--- src/rtl/bit_rmw_unit.sv ---
module bit_rmw_unit #(
  parameter int ADDR_W = 32,
  parameter int DISP_W = 16
) (
  input  logic              clk,
  input  logic              rst_n,
  input  logic              start,
  input  logic [1:0]        op,
  input  logic [2:0]        bit_idx,
  input  logic [ADDR_W-1:0] base,
  input  logic [DISP_W-1:0] disp,
  output logic              mem_req,
  output logic              mem_we,
  output logic [ADDR_W-1:0] mem_addr,
  output logic [7:0]        mem_wdata,
  input  logic [7:0]        mem_rdata,
  input  logic              mem_ready,
  output logic              done,
  output logic              zero_flag
);

  localparam logic [1:0] OP_SET  = 2'b00;
  localparam logic [1:0] OP_INV  = 2'b01;
  localparam logic [1:0] OP_CLR  = 2'b10;
  localparam logic [1:0] OP_TEST = 2'b11;
  localparam int         EXT_W   = ADDR_W - DISP_W;

  typedef enum logic [2:0] {
    S_IDLE, S_READ, S_WAIT_RD, S_WRITE, S_WAIT_WR, S_DONE
  } state_t;

  state_t            state;
  logic [1:0]        op_q;
  logic [2:0]        idx_q;
  logic [ADDR_W-1:0] addr_q;
  logic [7:0]        rd_q;
  logic [7:0]        wr_q;
  logic              z_q;

  wire [7:0] mask = 8'b1 << idx_q;

  always_ff @(posedge clk) begin
    if (!rst_n) begin
      state  <= S_IDLE;
      op_q   <= OP_SET;
      idx_q  <= '0;
      addr_q <= '0;
      rd_q   <= '0;
      wr_q   <= '0;
      z_q    <= 1'b0;
    end else begin
      case (state)
        S_IDLE: if (start) begin
          op_q   <= op;
          idx_q  <= bit_idx;
          addr_q <= base + {{EXT_W{disp[DISP_W-1]}}, disp};
          state  <= S_READ;
        end
        S_READ:    state <= S_WAIT_RD;
        S_WAIT_RD: if (mem_ready) begin
          rd_q  <= mem_rdata;
          z_q   <= ~mem_rdata[idx_q];
          state <= (op_q == OP_TEST) ? S_DONE : S_WRITE;
        end
        S_WRITE: begin
          case (op_q)
            OP_SET:  wr_q <= rd_q | mask;
            OP_INV:  wr_q <= rd_q ^ mask;
            OP_CLR:  wr_q <= rd_q & ~mask;
            default: wr_q <= rd_q;
          endcase
          state <= S_WAIT_WR;
        end
        S_WAIT_WR: if (mem_ready) state <= S_DONE;
        S_DONE:    state <= S_IDLE;
        default:   state <= S_IDLE;
      endcase
    end
  end

  assign mem_req   = (state == S_WAIT_RD) || (state == S_WAIT_WR);
  assign mem_we    = (state == S_WAIT_WR);
  assign mem_addr  = addr_q;
  assign mem_wdata = wr_q;
  assign done      = (state == S_DONE);
  assign zero_flag = z_q;

  AST_DONE_PULSE: assert property (@(posedge clk) disable iff (!rst_n)
    done |=> !done);

  AST_TEST_NO_WRITE: assert property (@(posedge clk) disable iff (!rst_n)
    (mem_req && mem_we) |-> (op_q != OP_TEST));

  AST_REQ_HOLD: assert property (@(posedge clk) disable iff (!rst_n)
    (mem_req && !mem_ready) |=> (mem_req && $stable(mem_we) && $stable(mem_addr) && $stable(mem_wdata)));

  AST_OTHER_BITS: assert property (@(posedge clk) disable iff (!rst_n)
    (mem_req && mem_we) |-> (((mem_wdata ^ rd_q) & ~mask) == 8'h00));

  AST_ZERO_HOLD: assert property (@(posedge clk) disable iff (!rst_n)
    !(mem_req && !mem_we && mem_ready) |=> $stable(zero_flag));

endmodule

--- config.mk ---
export PLATFORM = sky130hd
export DESIGN_NAME = bit_rmw_unit
export DESIGN_NICKNAME = d
export VERILOG_FILES = /design/src/rtl/bit_rmw_unit.sv
export SDC_FILE = /design/constraint.sdc
export NUM_CORES = 1
export LEC_CHECK = 0
export BUFFER_PORTS_ARGS = -buffer_cell sky130_fd_sc_hd__buf_2
export CAP_MARGIN = 40
export CORE_ASPECT_RATIO = 2
export CORE_MARGIN = 5
export CORE_UTILIZATION = 30
export CTS_CLUSTER_DIAMETER = 80
export DETAILED_ROUTE_END_ITERATION = 12
export SETUP_SLACK_MARGIN = 0.3
export SYNTH_ARGS = -nofsm -noshare
export SYNTH_HDL_FRONTEND = slang
export SYNTH_SLANG_ARGS = --single-unit
--- constraint.sdc ---
create_clock -name clk -period 3.47 [get_ports clk]
set_input_delay 0.347 -clock clk [delete_from_list [all_inputs] [get_ports clk]]
set_output_delay 0.347 -clock clk [all_outputs]
set_load 0.02 [all_outputs]
After elaboration in Yosys (flattened, before gate mapping). Cells that the tools add are included. Widths: inputs -> output; s select.

Output and inout bits: 44. Word-level logic and storage cells: 40. Bits of input ports: 65. Register bits: 57.

Magnitude comparators: 1. Shifts and indexed selects: 1. Equal/unequal tests: 11. Mux-type cells: 8. Bitwise gates (word level): 5. Reductions and logical operators: 6. Add/subtract/negate cells: 1.

Operators with widths (count): $add 32x32->32 (1); $pmux 8 s3 (1); $pmux 3 s5 (1); $mux 3 (4); $and 8x8->8 (1); $not 8->8 (1); $or 8x8->8 (1); $shl 1x3->8 const A (1); $xor 8x8->8 (1); $eq 3x2->1 const B (2); $eq 3x3->1 const B (2); $eq 2x2->1 const B (2); $lt 3x4->1 const B (1); $ne 2x2->1 const B (2); $reduce_and 2->1 (2); $bmux 1 s3 (1); $eq 3x1->1 const B (1); $logic_not 3->1 (1); $reduce_and 3->1 (1); $eq 2x1->1 const B (1); $logic_not 2->1 (1); $ne 2x1->1 const B (1); $logic_or 1x1->1 (1); $mux 1 (1); $not 1->1 (1).

Logic depth before layout (Yosys ltp). Gate-level depths: netlist (run 1).

Word-level depth: 4. Mapped depth: 9.

Worst setup path before layout (run 1). No wires, ideal clock.

Path kind: input port to flip-flop. Start point: input base[0]. End point: register addr_q[30] (netlist: mem_addr[30]). Stages on the path: 9. Path slack: 1.171 ns. Arrival time: 2.174 ns. Required time: 3.345 ns. Cell sequence: ha_1 fa_1 a21oi_1 o211ai_1 a31oi_1 a32oi_2 a31oi_1 xor2_1 o21ai_1.

Word-level cells in the longest chain between the ends: 1.

Ends and longest elaborated chain: start: declaration (line 10) `input logic [ADDR_W-1:0] base,`; $add 32x32->32 (line 56) `addr_q <= base + {{EXT_W{disp[DISP_W-1]}}, disp};`; end signal: assignment (line 56); end: declaration (line 35) `logic [ADDR_W-1:0] addr_q;`.

Every way passes these cells. A chain may end at the register's enable or synchronous reset.

Worst setup path after layout (run 1). Ends and elaborated chain as after synthesis.

==> summary.md, run 1 <==
The run gives 665 as the net count of the mapped netlist. The logs give 0.01474 mm2 for the area of the core region and 0 for the number of synthesis warnings. The synthesized netlist devotes 23.34% of its cell area to compound gates. In this run the number of H-tree levels came out at 3.

The cell taking the most area after synthesis was dfxtp_1. Using the TritonRoute via totals, the vias-per-cell ratio works out to 5.023. The number of input and output port buffers inserted was 108.

Dividing total power by cell area gives a power density of 409.1 mW/mm2. The worst setup path is launched from an input port. Global routing consumed, on the met3 layer, 2.228% of the routing resources.

The floorplan die width came out at 96.18 um. Global routing finished with a remaining overflow of 0. The total half-perimeter wirelength after legalization and detailed placement was 11010 um; the number of enable-type register cells in the synthesized netlist was 0. The die outline height was 182.3 um. The detail route stage leaves a number of antenna-violating nets equal to 0. After routing, the total negative slack on setup checks comes to 0 ns. The initialized floorplan defines 63 standard-cell rows.

Before antenna repair, the detailed router went through 4 iterations. Count of filler cells inserted in the layout: 1598. The run gives 59 as the count of unique library cells instantiated by Yosys. The fraction of final layout cells with drive strength greater than 1 was 22.72%; the pin slew with the least headroom to its limit was 0.8509 ns. Setup violations remaining at the end of the flow were counted as 0. The synthesized-area fraction occupied by and/or/nand/nor cells is 21.71%, and the minimum clock period is 2.365 ns. The flop and latch count out of synthesis was 57. The first global-routing pass estimated 20980 um of wire. The async set-or-reset flop fraction in the synthesized netlist came out at 0%. The critical path required time was 3.65 ns. The weighted congestion reported at the end of routability-driven placement was 0.8931; the number of CTS-inserted buffers was 9.

Setup repair after global routing left no endpoint under its margin. The most used routing layer is met2. After detailed routing, the average wire length per cell comes to 15.97 um.

The violation count after the first detailed-route iteration is 171. The worst relative slew slack was 43.13%. The number of remaining DRC errors came out at 0.

The sequential share of the synthesized area is 25.61%, and the portion of the clock cycle consumed by the worst path in the final layout is 68.15%. For this configuration, the core starts out at a cell density of 30.23%. In this run the deepest clock path goes through 2 buffers. During I/O placement, the number of pins put on the boundary was 109.

Wires add up to 13450 um. Final number of hold-violating endpoints: 0. Of the total synthesized cell area, the portion taken by full adders, half adders and majority gates is 13.65%. The net count of the finished layout is 757. Yosys attributes the largest share of cell area to dfxtp_1, ha_1, nand2_1.

Once the clock tree was built, the setup fixing pass inserted 0 buffers. Across every metal layer, demand over resource in global routing totals 15.44%. The number of hold buffers added after CTS was 0. Clock tree synthesis found a total of 57 sinks. The run gives 30.16% as the met2 track demand over resource.

The worst hold path belongs to the class input port to register. Post-CTS resize count: 0. Worst supply voltage drop on vdd: 0.2075 mV. In the global route stage, met1 resource usage came out at 14.56%. The final route contains 4229 vias. Clock-pin slew was measured on the worst setup and hold paths at 0.05 ns.

The mean area per synthesized cell was 8.072 um2; the largest fanout on the critical path was 5. The leakage power summed over all cells came out at 2.352 nW. Of the post-synthesis cell area, the dominant cell type holds 25.61%. In this run the cell area measured after placement is 0.005139 mm2. For the number of global-route vias before repair, the log shows 4235. The commonest cells after synthesis are nand2_1, dfxtp_1, ha_1. The worst clock skew was 0.005765 ns. By startpoint and endpoint, the worst setup path is classified as input port to register. For the final count of pins violating max slew, the log shows 0. For the number of instances in the synthesized netlist, the log shows 552. The tools report the endpoint type of the worst setup path as a register.

By instance count, the leading cell after synthesis is nand2_1. For the worst setup path, the data arrival time is 2.54 ns. TritonCTS built the clock tree. The antenna cell count came out at 0. In this run the clock root is driven by a clkbuf_16. Based on the critical path, the design can be clocked at up to 422.9 MHz. Entering global routing, the biggest net connects 35 pins.

The area added between synthesis and finish came out at 20.84%. Flip-flop cell with the highest count after synthesis: dfxtp_1. The synthesized area was 0.004456 mm2; the final standard cell area without fillers was 0.005384 mm2. Of the post-synthesis cell area, the part taken by muxes is 5.167%. The flow ran to the end, and the final reports show no timing, DRC or antenna violations. The final total power was 2.202 mW. The die covers 0.01754 mm2.

XOR/XNOR share of the synthesized area: 5.897%. The insertion delay to the later sink of the worst-skew pair is 0.32 ns. The number of antenna violations at the first check in global routing came out at 0. Combinational family with the most area after synthesis: compound AO/OA/AOI/OAI gates. The tool flagged a number of max-cap violations equal to 0.
metal layers:
layer	routed length (um)	part of all wire, %
met5	0	0
met4	558	4.2
met3	473	3.5
met2	7621	57
met1	4791	36
cell families after synthesis:
kind of cell | after synthesis
and+or+nand+nor | 193
buffers and inverters | 51
AOI/OAI and AO/OA | 160
xor gates and xnor gates | 30
adders and majority gates | 48
muxes | 13
DFF | 57
through the flow:
step / hold slack (ns) / cells / setup WS, ns / util, %
4_1_cts: 0.2751 / 842 / 1.074 / 36.52
6_report: 0.2851 / 842 / 1.105 / 36.52
5_1_grt: 0.2890 / 842 / 0.9266 / 36.52
3_5_place_dp: 0.4412 / 828 / 0.7484 / 34.86
2_1_floorplan: 0.4708 / 552 / 1.171 / -
3_3_place_gp: 0.4338 / 828 / 0.7745 / 34.86
critical path: stages:
cell and delay [ns]:
buf_2 0.10, ha_1 0.22, fa_1 0.40, a21oi_1 0.25
o211ai_1 0.27, a31oi_1 0.33, a32oi_2 0.17, a31oi_1 0.23
xor2_1 0.16, o21ai_1 0.07
final cells by class:
| type | count | area (um2) | share of cell area (%) |
|---|---|---|---|
| inverters | 20 | 75.07 | 1.394 |
| flip-flops and latches | 57 | 1141 | 21.19 |
| multi-input cells | 444 | 3108 | 57.73 |
| clock inverters | 1 | 5.005 | 0.09296 |
| clock buffers | 13 | 240.2 | 4.462 |
| well taps | 195 | 244.0 | 4.532 |
| repair buffers | 112 | 570.5 | 10.60 |
registers in the layout, summed over array words and instances (netlist names):
signal / flops
idx_q: 3
mem_addr: 32
mem_wdata: 8
op_q: 2
rd_q: 8
state: 3
zero_flag: 1
worst paths after layout:
kind,from,slack [ns],endpoint,cells past startpoint
min,op[0],0.29,op_q[0],3
max reg2reg,state[2],1.17,mem_addr[27],4
max,base[0],1.11,mem_addr[30],10
min reg2reg,mem_addr[19],0.45,mem_addr[19],2
layout by cell type, fill, tap and decap left out, types with 2 or more instances in the layout:
cell type and n:
nand2_1 87, o211ai_1 3, a41oi_2 2, nor2_1 30, nor4_1 3, a21oi_1 44, or3_1 3, o21ai_1 5
clkbuf_1 4, or3b_2 2, a221oi_1 2, buf_4 4, nor2b_1 4, a31oi_1 7, nor3_1 6, ha_1 47
nand3_1 9, and2_1 12, dfxtp_1 57, mux2i_1 5, a22oi_1 2, a21o_1 14, nand3b_1 4, nor3b_1 10
xnor2_1 13, inv_1 20, and3_1 4, a21boi_0 19, nand4_1 8, buf_2 108, a211oi_1 7, clkbuf_16 9
xor2_1 17, o21ai_0 40, o21bai_1 3, mux4_2 8
report_power, final:
part | internal [mW] | switching [mW] | total (mW)
clock network | 0.473 | 0.271 | 0.744
registers | 0.714 | 0.0512 | 0.765
logic | 0.278 | 0.415 | 0.694
Note: power is estimated with default switching activity, not from simulation.
==> inputs of run 2 (changes only) <==
clock period = 1.9 ns   (was 3.47 ns; I/O delays follow)
==> run 2 against run 1 <==
  * The run now ends with setup timing left
  * Global-route usage increased by 2.8 points
  * First-iteration DRC count down 7.0%
  * Clock power increased to 2.5 times the previous value
  * Cell area grew 43%
  * Wire length is 24% higher
  * Clock-buffer cell count is 3 lower
  * Total power is 140% higher
  * Flip-flop and latch count did not move
  * Via count up 18%
  * Cell count grew 17%
  * Critical path type unchanged
==> summary.md, run 2 (synthesis gave the netlist of run 1 again) <==
The die outline height works out to 182.3 um (unchanged). The critical path in this run is classified as input port to register. Compared with the post-synthesis result, the final layout area differs by 72.62%.

For the fraction of power consumed by the clock network, the log shows 34.9% (+1.1 points). The critical path goes through buf_6, ha_4, fa_2, a21oi_2, buf_4, buf_6, buf_6, buf_6, buf_6, buf_6, buf_6, o21ai_4, a21oi_2, xor2_1, o21ai_1, and2_1. The worst setup path is launched from an input port. The run gives 0.12 ns (-1.05 ns) as the slack of the worst reg-to-reg path. The critical path data arrival time was 2.19 ns (-0.35 ns).

The run gives 30.23% (unchanged) as the initial core utilization. The number of antenna violations at the first check in global routing was 0 (unchanged). The leakage power summed over all cells was 3.320 nW (+41%).

The final setup violation count was 5 (+5); the number of levels in the clock H-tree was 3 (unchanged). The global-route wire length before repair was 24760 um (+18%); the number of hold buffers added after cts was 0 (unchanged). The tools report the final count of pins violating max slew as 0 (unchanged). In the finished design, the share of the clock period the worst path needs comes to 103.5%.

The run gives 0 (unchanged) as the antenna cell count. The max-cap check violation count is 0 (unchanged), and the worst clock skew is 0.006778 ns (+0.001013 ns). The area of the die was 0.01754 mm2 (unchanged). The tools report the number of top-level design ports as 109 (unchanged).

The run gives 4 (unchanged) as the number of optimization iterations in the first detailed-route pass. The logs give 16660 um (+24%) for the final routed wirelength across all metal layers and 0 (unchanged) for the final number of hold-violating endpoints. STA classifies the critical path endpoint as a register.

The flow ran to the end, but the final reports show violations. Class of the most critical hold timing path: input port to register. The run gives 45 (+29%) as the pin count of the biggest net entering global routing. The worst hold path begins at bit_idx[2]. For the accumulated negative setup slack, the log shows -0.2008 ns (-0.2008 ns). The minimum clock period is 1.966 ns. Fraction of final layout cells with drive strength greater than 1: 52.98% (+30 points). For the instance area at placement, the log shows 0.006168 mm2 (+20%).

Setup repair after global routing could not meet its margin everywhere. The area of the core region is 0.01474 mm2 (unchanged), and the worst supply voltage drop on vdd is 0.4304 mV (+110%). The run gives 159 (-7.0%) as the violation count after the first detailed-route iteration. TritonCTS built the clock tree.

The number of buffers on the longest clock path was 2 (unchanged); the cell count of the worst hold path was 3 (unchanged). The most critical setup path has its startpoint at base[0]. The worst relative slew slack came out at 67.44% (+24 points). The average wire per cell in the routed design works out to 16.93 um (+6.0%). The cell area power density works out to 696.5 mW/mm2 (+70%).

The run gives 0.1048 ns (-0.1803 ns) as the worst hold slack after final layout. Clock transition at the registers of the reported paths: 0.05 ns (about the same). The final layout net count was 897 (+18%). The internal portion of total power is 3.650 mW (+150%), and the setup slack after layout is -0.06595 ns (-1.171 ns).

The library cells used most frequently in the layout, excluding fill and tap cells, are buf_4, buf_2, nand2_1. The floorplan die width works out to 96.18 um (unchanged). The run gives 12340 um (+12%) as the total half-perimeter wirelength after legalization and detailed placement. The number of remaining DRC errors is 0 (unchanged), and the number of flip-flops in the largest register is 32 (unchanged). The number of antenna-violating nets in the routed design is 0 (unchanged). The critical path required time is 2.12 ns (-1.53 ns). The cell that appears most often on the critical path is buf_6. The largest fanout on the critical path was 2 (-3). Leaving out fill and tap cells, the most frequent cell in the layout is buf_4. The logs give 18.22% (+2.8 points) for the global router's overall resource usage and 508.7 MHz for the highest clock rate. The TritonCTS sink count was 57 (unchanged). For the combinational power share, the log shows 39.3% (+7.8 points). The share of total power consumed by net switching works out to 31.86% (-1.6 points). Cell with the largest stage delay on the worst path: fa_2.

The ratio of routed vias to standard cells came out at 5.077 (+1.1%). The pin slew with the least headroom to its limit was 0.4863 ns (-0.3646 ns). The number of input and output port buffers inserted is 108 (unchanged). The final design utilization is 52.18% (+16 points), and the number of cells on the worst reg-to-reg path is 5 (+1). For the number of global-route vias before repair, the log shows 5185 (+22%). The power share of the sequential group was 25.8% (-8.9 points); the net switching power figure was 1.707 mW (+130%). In this run the critical register-to-register path is launched from idx_q[1].

The tools report the residual overflow from global routing as 0 (unchanged). The cell chosen for the clock root was clkbuf_16. The row count was 63 (unchanged); the number of CTS-inserted buffers was 9 (unchanged). The checks that failed: setup timing. The final total power came out at 5.357 mW (+140%).

The logs give 0.007691 mm2 (+43%) for the final standard cell area without fillers and 0.33 ns (about the same) for the insertion delay to the later sink of the worst-skew pair. The weighted congestion reported at the end of routability-driven placement is 0.8903 (-0.31%). The total via count after detailed routing came out at 4996 (+18%). The maximum single-stage delay on the critical path works out to 0.37 ns (-0.03 ns).
run 2: changes by cell type in the layout (fill, tap and decap cells not counted), moves of 7 or more:
cell      previous run  this run
a21oi_1             44        21
ha_4                 0        31
o21ai_0             40        13
ha_1                47        14
o21ai_1              5        25
buf_6                0        28
nor2_1              30        22
buf_2              108        99
a211oi_1             7         0
buf_4                4       121
nand2_1             87        80
a21oi_2              0        18
run 2: worst paths after layout:
path                                     end
worst max-delay path             mem_addr[6]
worst min-delay path                idx_q[2]
worst min register to register  mem_addr[14]
worst max register to register  mem_wdata[0]
run 2: repair_timing:
action	in CTS	in global routing
endpoints found under the setup margin	46	47
pin swaps	51	68
setup buffers	23	11
hold endpoints to repair	0	0
resized for setup	76	109
cloned	1	0
run 2: critical path: cells and delay by family:
family	cells	cell delay, ns
buffers and inverters	8	0.74
adders and majority gates	2	0.53
AOI/OAI and AO/OA	4	0.44
xor gates and xnor gates	1	0.15
and+or+nand+nor	1	0.15
run 2: area by class of cell:
type                            instances  area [um2]
Timing Repair Buffer                  252        1809
Multi-Input combinational cell        444        4065
Fill cell                            1352        7049
Tap cell                              195       244.0
Inverter                               20       75.07
Clock buffer                           10       239.0
Clock inverter                          6       105.1
Sequential cell                        57        1154
run 2: stage by stage:
step                cells  worst slack [ns]
finish                984          -0.06595
global route          984           -0.2032
CTS                   973          -0.08497
detailed placement    933           -0.4828
global placement      933           -0.4387
floorplan             552         -0.008480
run 2: layer usage:
layer,GRT usage (%),wire length (um),vias up,share of wire [%]
met1,16.93,5592,2361,34
met2,35.47,9514,142,57
met5,0,0,-,0
met3,2.558,636,58,3.8
met4,10.60,918,0,5.5
li1,-,-,2435,-
run 2: power by group through the flow:
stage,Clock [mW],Combinational (mW),Sequential (mW)
after floorplan,0,0.895,1.48
after global placement,0,1.63,1.40
after detailed placement,0,1.66,1.41
after CTS,1.89,1.86,1.38
after global routing,1.96,2.27,1.39
final,1.87,2.11,1.38
==> inputs of run 3 (changes only) <==
PLACE_DENSITY_LB_ADDON = 0.08   (was unset)
==> run 3 against run 2 <==
  * The flow now finishes without violations
  * Register-to-register slack better by 0.06 ns
  * Cell area down 5.8%
  * Combinational power down 9%
==> summary.md, run 3 (synthesis gave the netlist of run 1 again) <==
The layer flagged by global routing as most heavily used is met2. The weighted congestion reported at the end of routability-driven placement was 0.8402 (-5.6%). The TritonCTS sink count is 57 (unchanged), and the number of antenna violations at the first check in global routing is 0 (unchanged).

The pin slew with the least headroom to its limit is 0.4920 ns (+0.005722 ns), and the number of antenna-violating nets in the routed design is 0 (unchanged). Met1 capacity usage during global routing: 17.91% (+0.98 points). The tools report the antenna cell count as 0 (unchanged). The logs give 4 (unchanged) for the number of optimization iterations in the first detailed-route pass and 63 (unchanged) for the row count. For the critical path data arrival time, the log shows 2.02 ns (-0.17 ns).

The run gives 30.23% (unchanged) as the initial core utilization. The average wire per cell in the routed design is 16.50 um (-2.6%), and the residual overflow from global routing is 0 (unchanged). The global routing met3 resource utilization is 2.517% (-0.041 points). Broken down by cell family, the worst path's largest delay share belongs to compound AO/OA/AOI/OAI gates.

The fraction of final layout cells with drive strength greater than 1 works out to 48.72% (-4.3 points). The logs give 0.09405 ns (+0.1600 ns) for the setup slack after layout and 0 (unchanged) for the number of hold buffers added after cts. TritonCTS built the clock tree.

Register area: 0.001155 mm2 (+0.11%). Setup repair after global routing could not meet its margin everywhere. The critical path required time came out at 2.11 ns (about the same). The total via count after detailed routing came out at 4813 (-3.7%). The minimum clock period works out to 1.806 ns (-0.1600 ns). Clock tree synthesis selected as its root buffer the cell clkbuf_16. The final design utilization was 49.13% (-3.0 points).

The tightest min-delay check is of the input port to register type. The endpoint type of the worst setup path was a register. Number of remaining DRC errors: 0 (unchanged). The minimum setup slack after placement is -0.5022 ns (-0.01937 ns). The critical path goes through buf_6, ha_4, fa_2, a21oi_2, o211ai_1, buf_4, a31oi_4, a32oi_2, a21boi_1, xor2_1, a21oi_1. The final total power was 5.043 mW (-5.9%); the area of the core region was 0.01474 mm2 (unchanged). Cell area power density: 696.3 mW/mm2 (about the same). The number of flip-flops in the largest register was 32 (unchanged). The run gives 0.004592 ns (-0.002186 ns) as the worst clock skew. The final count of pins violating max slew is 0 (unchanged), and the number of global-route vias before repair is 4935 (-4.8%). The clock transition at the registers of the reported paths was 0.05 ns (about the same).

The worst relative slew slack came out at 67.16% (-0.28 points). The buffering stage count on the worst path with inverters included is 2 (-6), and the insertion delay to the later sink of the worst-skew pair is 0.33 ns (about the same). The library cells used most frequently in the layout, excluding fill and tap cells, are buf_4, buf_2, nand2_1. The ratio of routed vias to standard cells works out to 4.916 (-3.2%). For this design, the slowest cell found on the critical path is fa_2. The largest fanout on the critical path works out to 5 (+3). STA classifies the critical path startpoint as an input port. The number of levels in the clock H-tree is 3 (unchanged), and the number of input and output port buffers inserted is 108 (unchanged). The count of filler cells inserted in the layout is 1510 (+12%), and the total half-perimeter wirelength after legalization and detailed placement is 12550 um (+1.8%). The run finished with clean final reports. The final setup violation count is 0 (-5), and the die outline height is 182.3 um (unchanged). The tools report the accumulated negative setup slack as 0 ns (+0.2008 ns). For the slack of the worst reg-to-reg path, the log shows 0.18 ns (+0.06 ns). The tools report the number of buffers on the longest clock path as 2 (unchanged).

Pin count of the biggest net entering global routing: 36 (-20%). The run gives 0.01754 mm2 (unchanged) as the area of the die. The max-cap check violation count was 0 (unchanged); the portion of the clock cycle consumed by the worst path in the final layout was 95.05% (-8.4 points). The logs give 553.7 MHz (+8.9%) for the highest clock rate and 0.4551 mV (+5.7%) for the worst supply voltage drop on vdd. The global router's overall resource usage was 18.14% (-0.079 points); the met2 track demand over resource was 36.08% (+0.61 points). The most common cell after layout, fill and taps aside is buf_4. The number of top-level design ports came out at 109 (unchanged). The run gives 892 (-0.56%) as the final layout net count. Leakage power summed over all cells: 3.163 nW (-4.7%). The floorplan die width works out to 96.18 um (unchanged).

The logs give 0 (unchanged) for the final number of hold-violating endpoints and 16150 um (-3.1%) for the final routed wirelength across all metal layers. For the violation count after the first detailed-route iteration, the log shows 120 (-25%). The global-route wire length before repair came out at 24650 um (-0.48%). The number of CTS-inserted buffers was 9 (unchanged); the combined area of the multi-input logic cells was 0.003750 mm2 (-7.8%).

The area added between synthesis and finish is 62.54%, and the maximum single-stage delay on the critical path is 0.35 ns (-0.02 ns). The critical path is of the input port to register type.
run 3: metal layers:
layer / wire length, um / up-vias
met2: 9526 / 89
met3: 495 / 22
met1: 5684 / 2277
met4: 447 / 0
li1: - / 2425
met5: 0 / -
run 3: worst register-to-register path, delay by kind of cell, from the launching register on:
kind                     cells  cell delay, ns
multiplexers                 1            0.46
flip-flops                   1            0.37
AND/OR/NAND/NOR              3            0.57
adder cells (fa/ha/maj)      1            0.21
run 3: stage by stage:
step / cells / hold slack (ns) / cell area [um2]
CTS: 965 / 0.09588 / 6743
floorplan: 552 / 0.3274 / 4760
finish: 979 / 0.1019 / 7242
global route: 979 / 0.1079 / 7242
global placement: 942 / 0.4350 / 6236
detailed placement: 942 / 0.4444 / 6236
run 3: what timing repair did:
item | in CTS | in global routing
setup endpoints to repair | 38 | 37
pin swaps | 26 | 46
setup buffers | 7 | 13
gates resized for setup | 39 | 80
gates cloned | 0 | 1
run 3: final cells by class:
class,count,area share (%)
Inverter,20,1.037
Multi-Input combinational cell,444,51.78
Clock inverter,6,1.140
Tap cell,195,3.369
Clock buffer,10,3.162
Timing Repair Buffer,247,23.57
Sequential cell,57,15.95
run 3: worst paths after layout:
kind | to | cells after the start | from
worst min-delay path | op_q[0] | 3 | op[0]
worst max register to register | mem_wdata[4] | 5 | idx_q[1]
worst max-delay path | mem_addr[26] | 11 | disp[0]
worst min register to register | mem_addr[29] | 2 | mem_addr[29]
run 3: power breakdown:
group / leakage (nW) / internal (mW) / switching [mW]
combinational: 2.54 / 0.958 / 0.968
sequential: 0.469 / 1.30 / 0.0869
clock: 0.152 / 1.14 / 0.587
total: 3.16 / 3.40 / 1.64
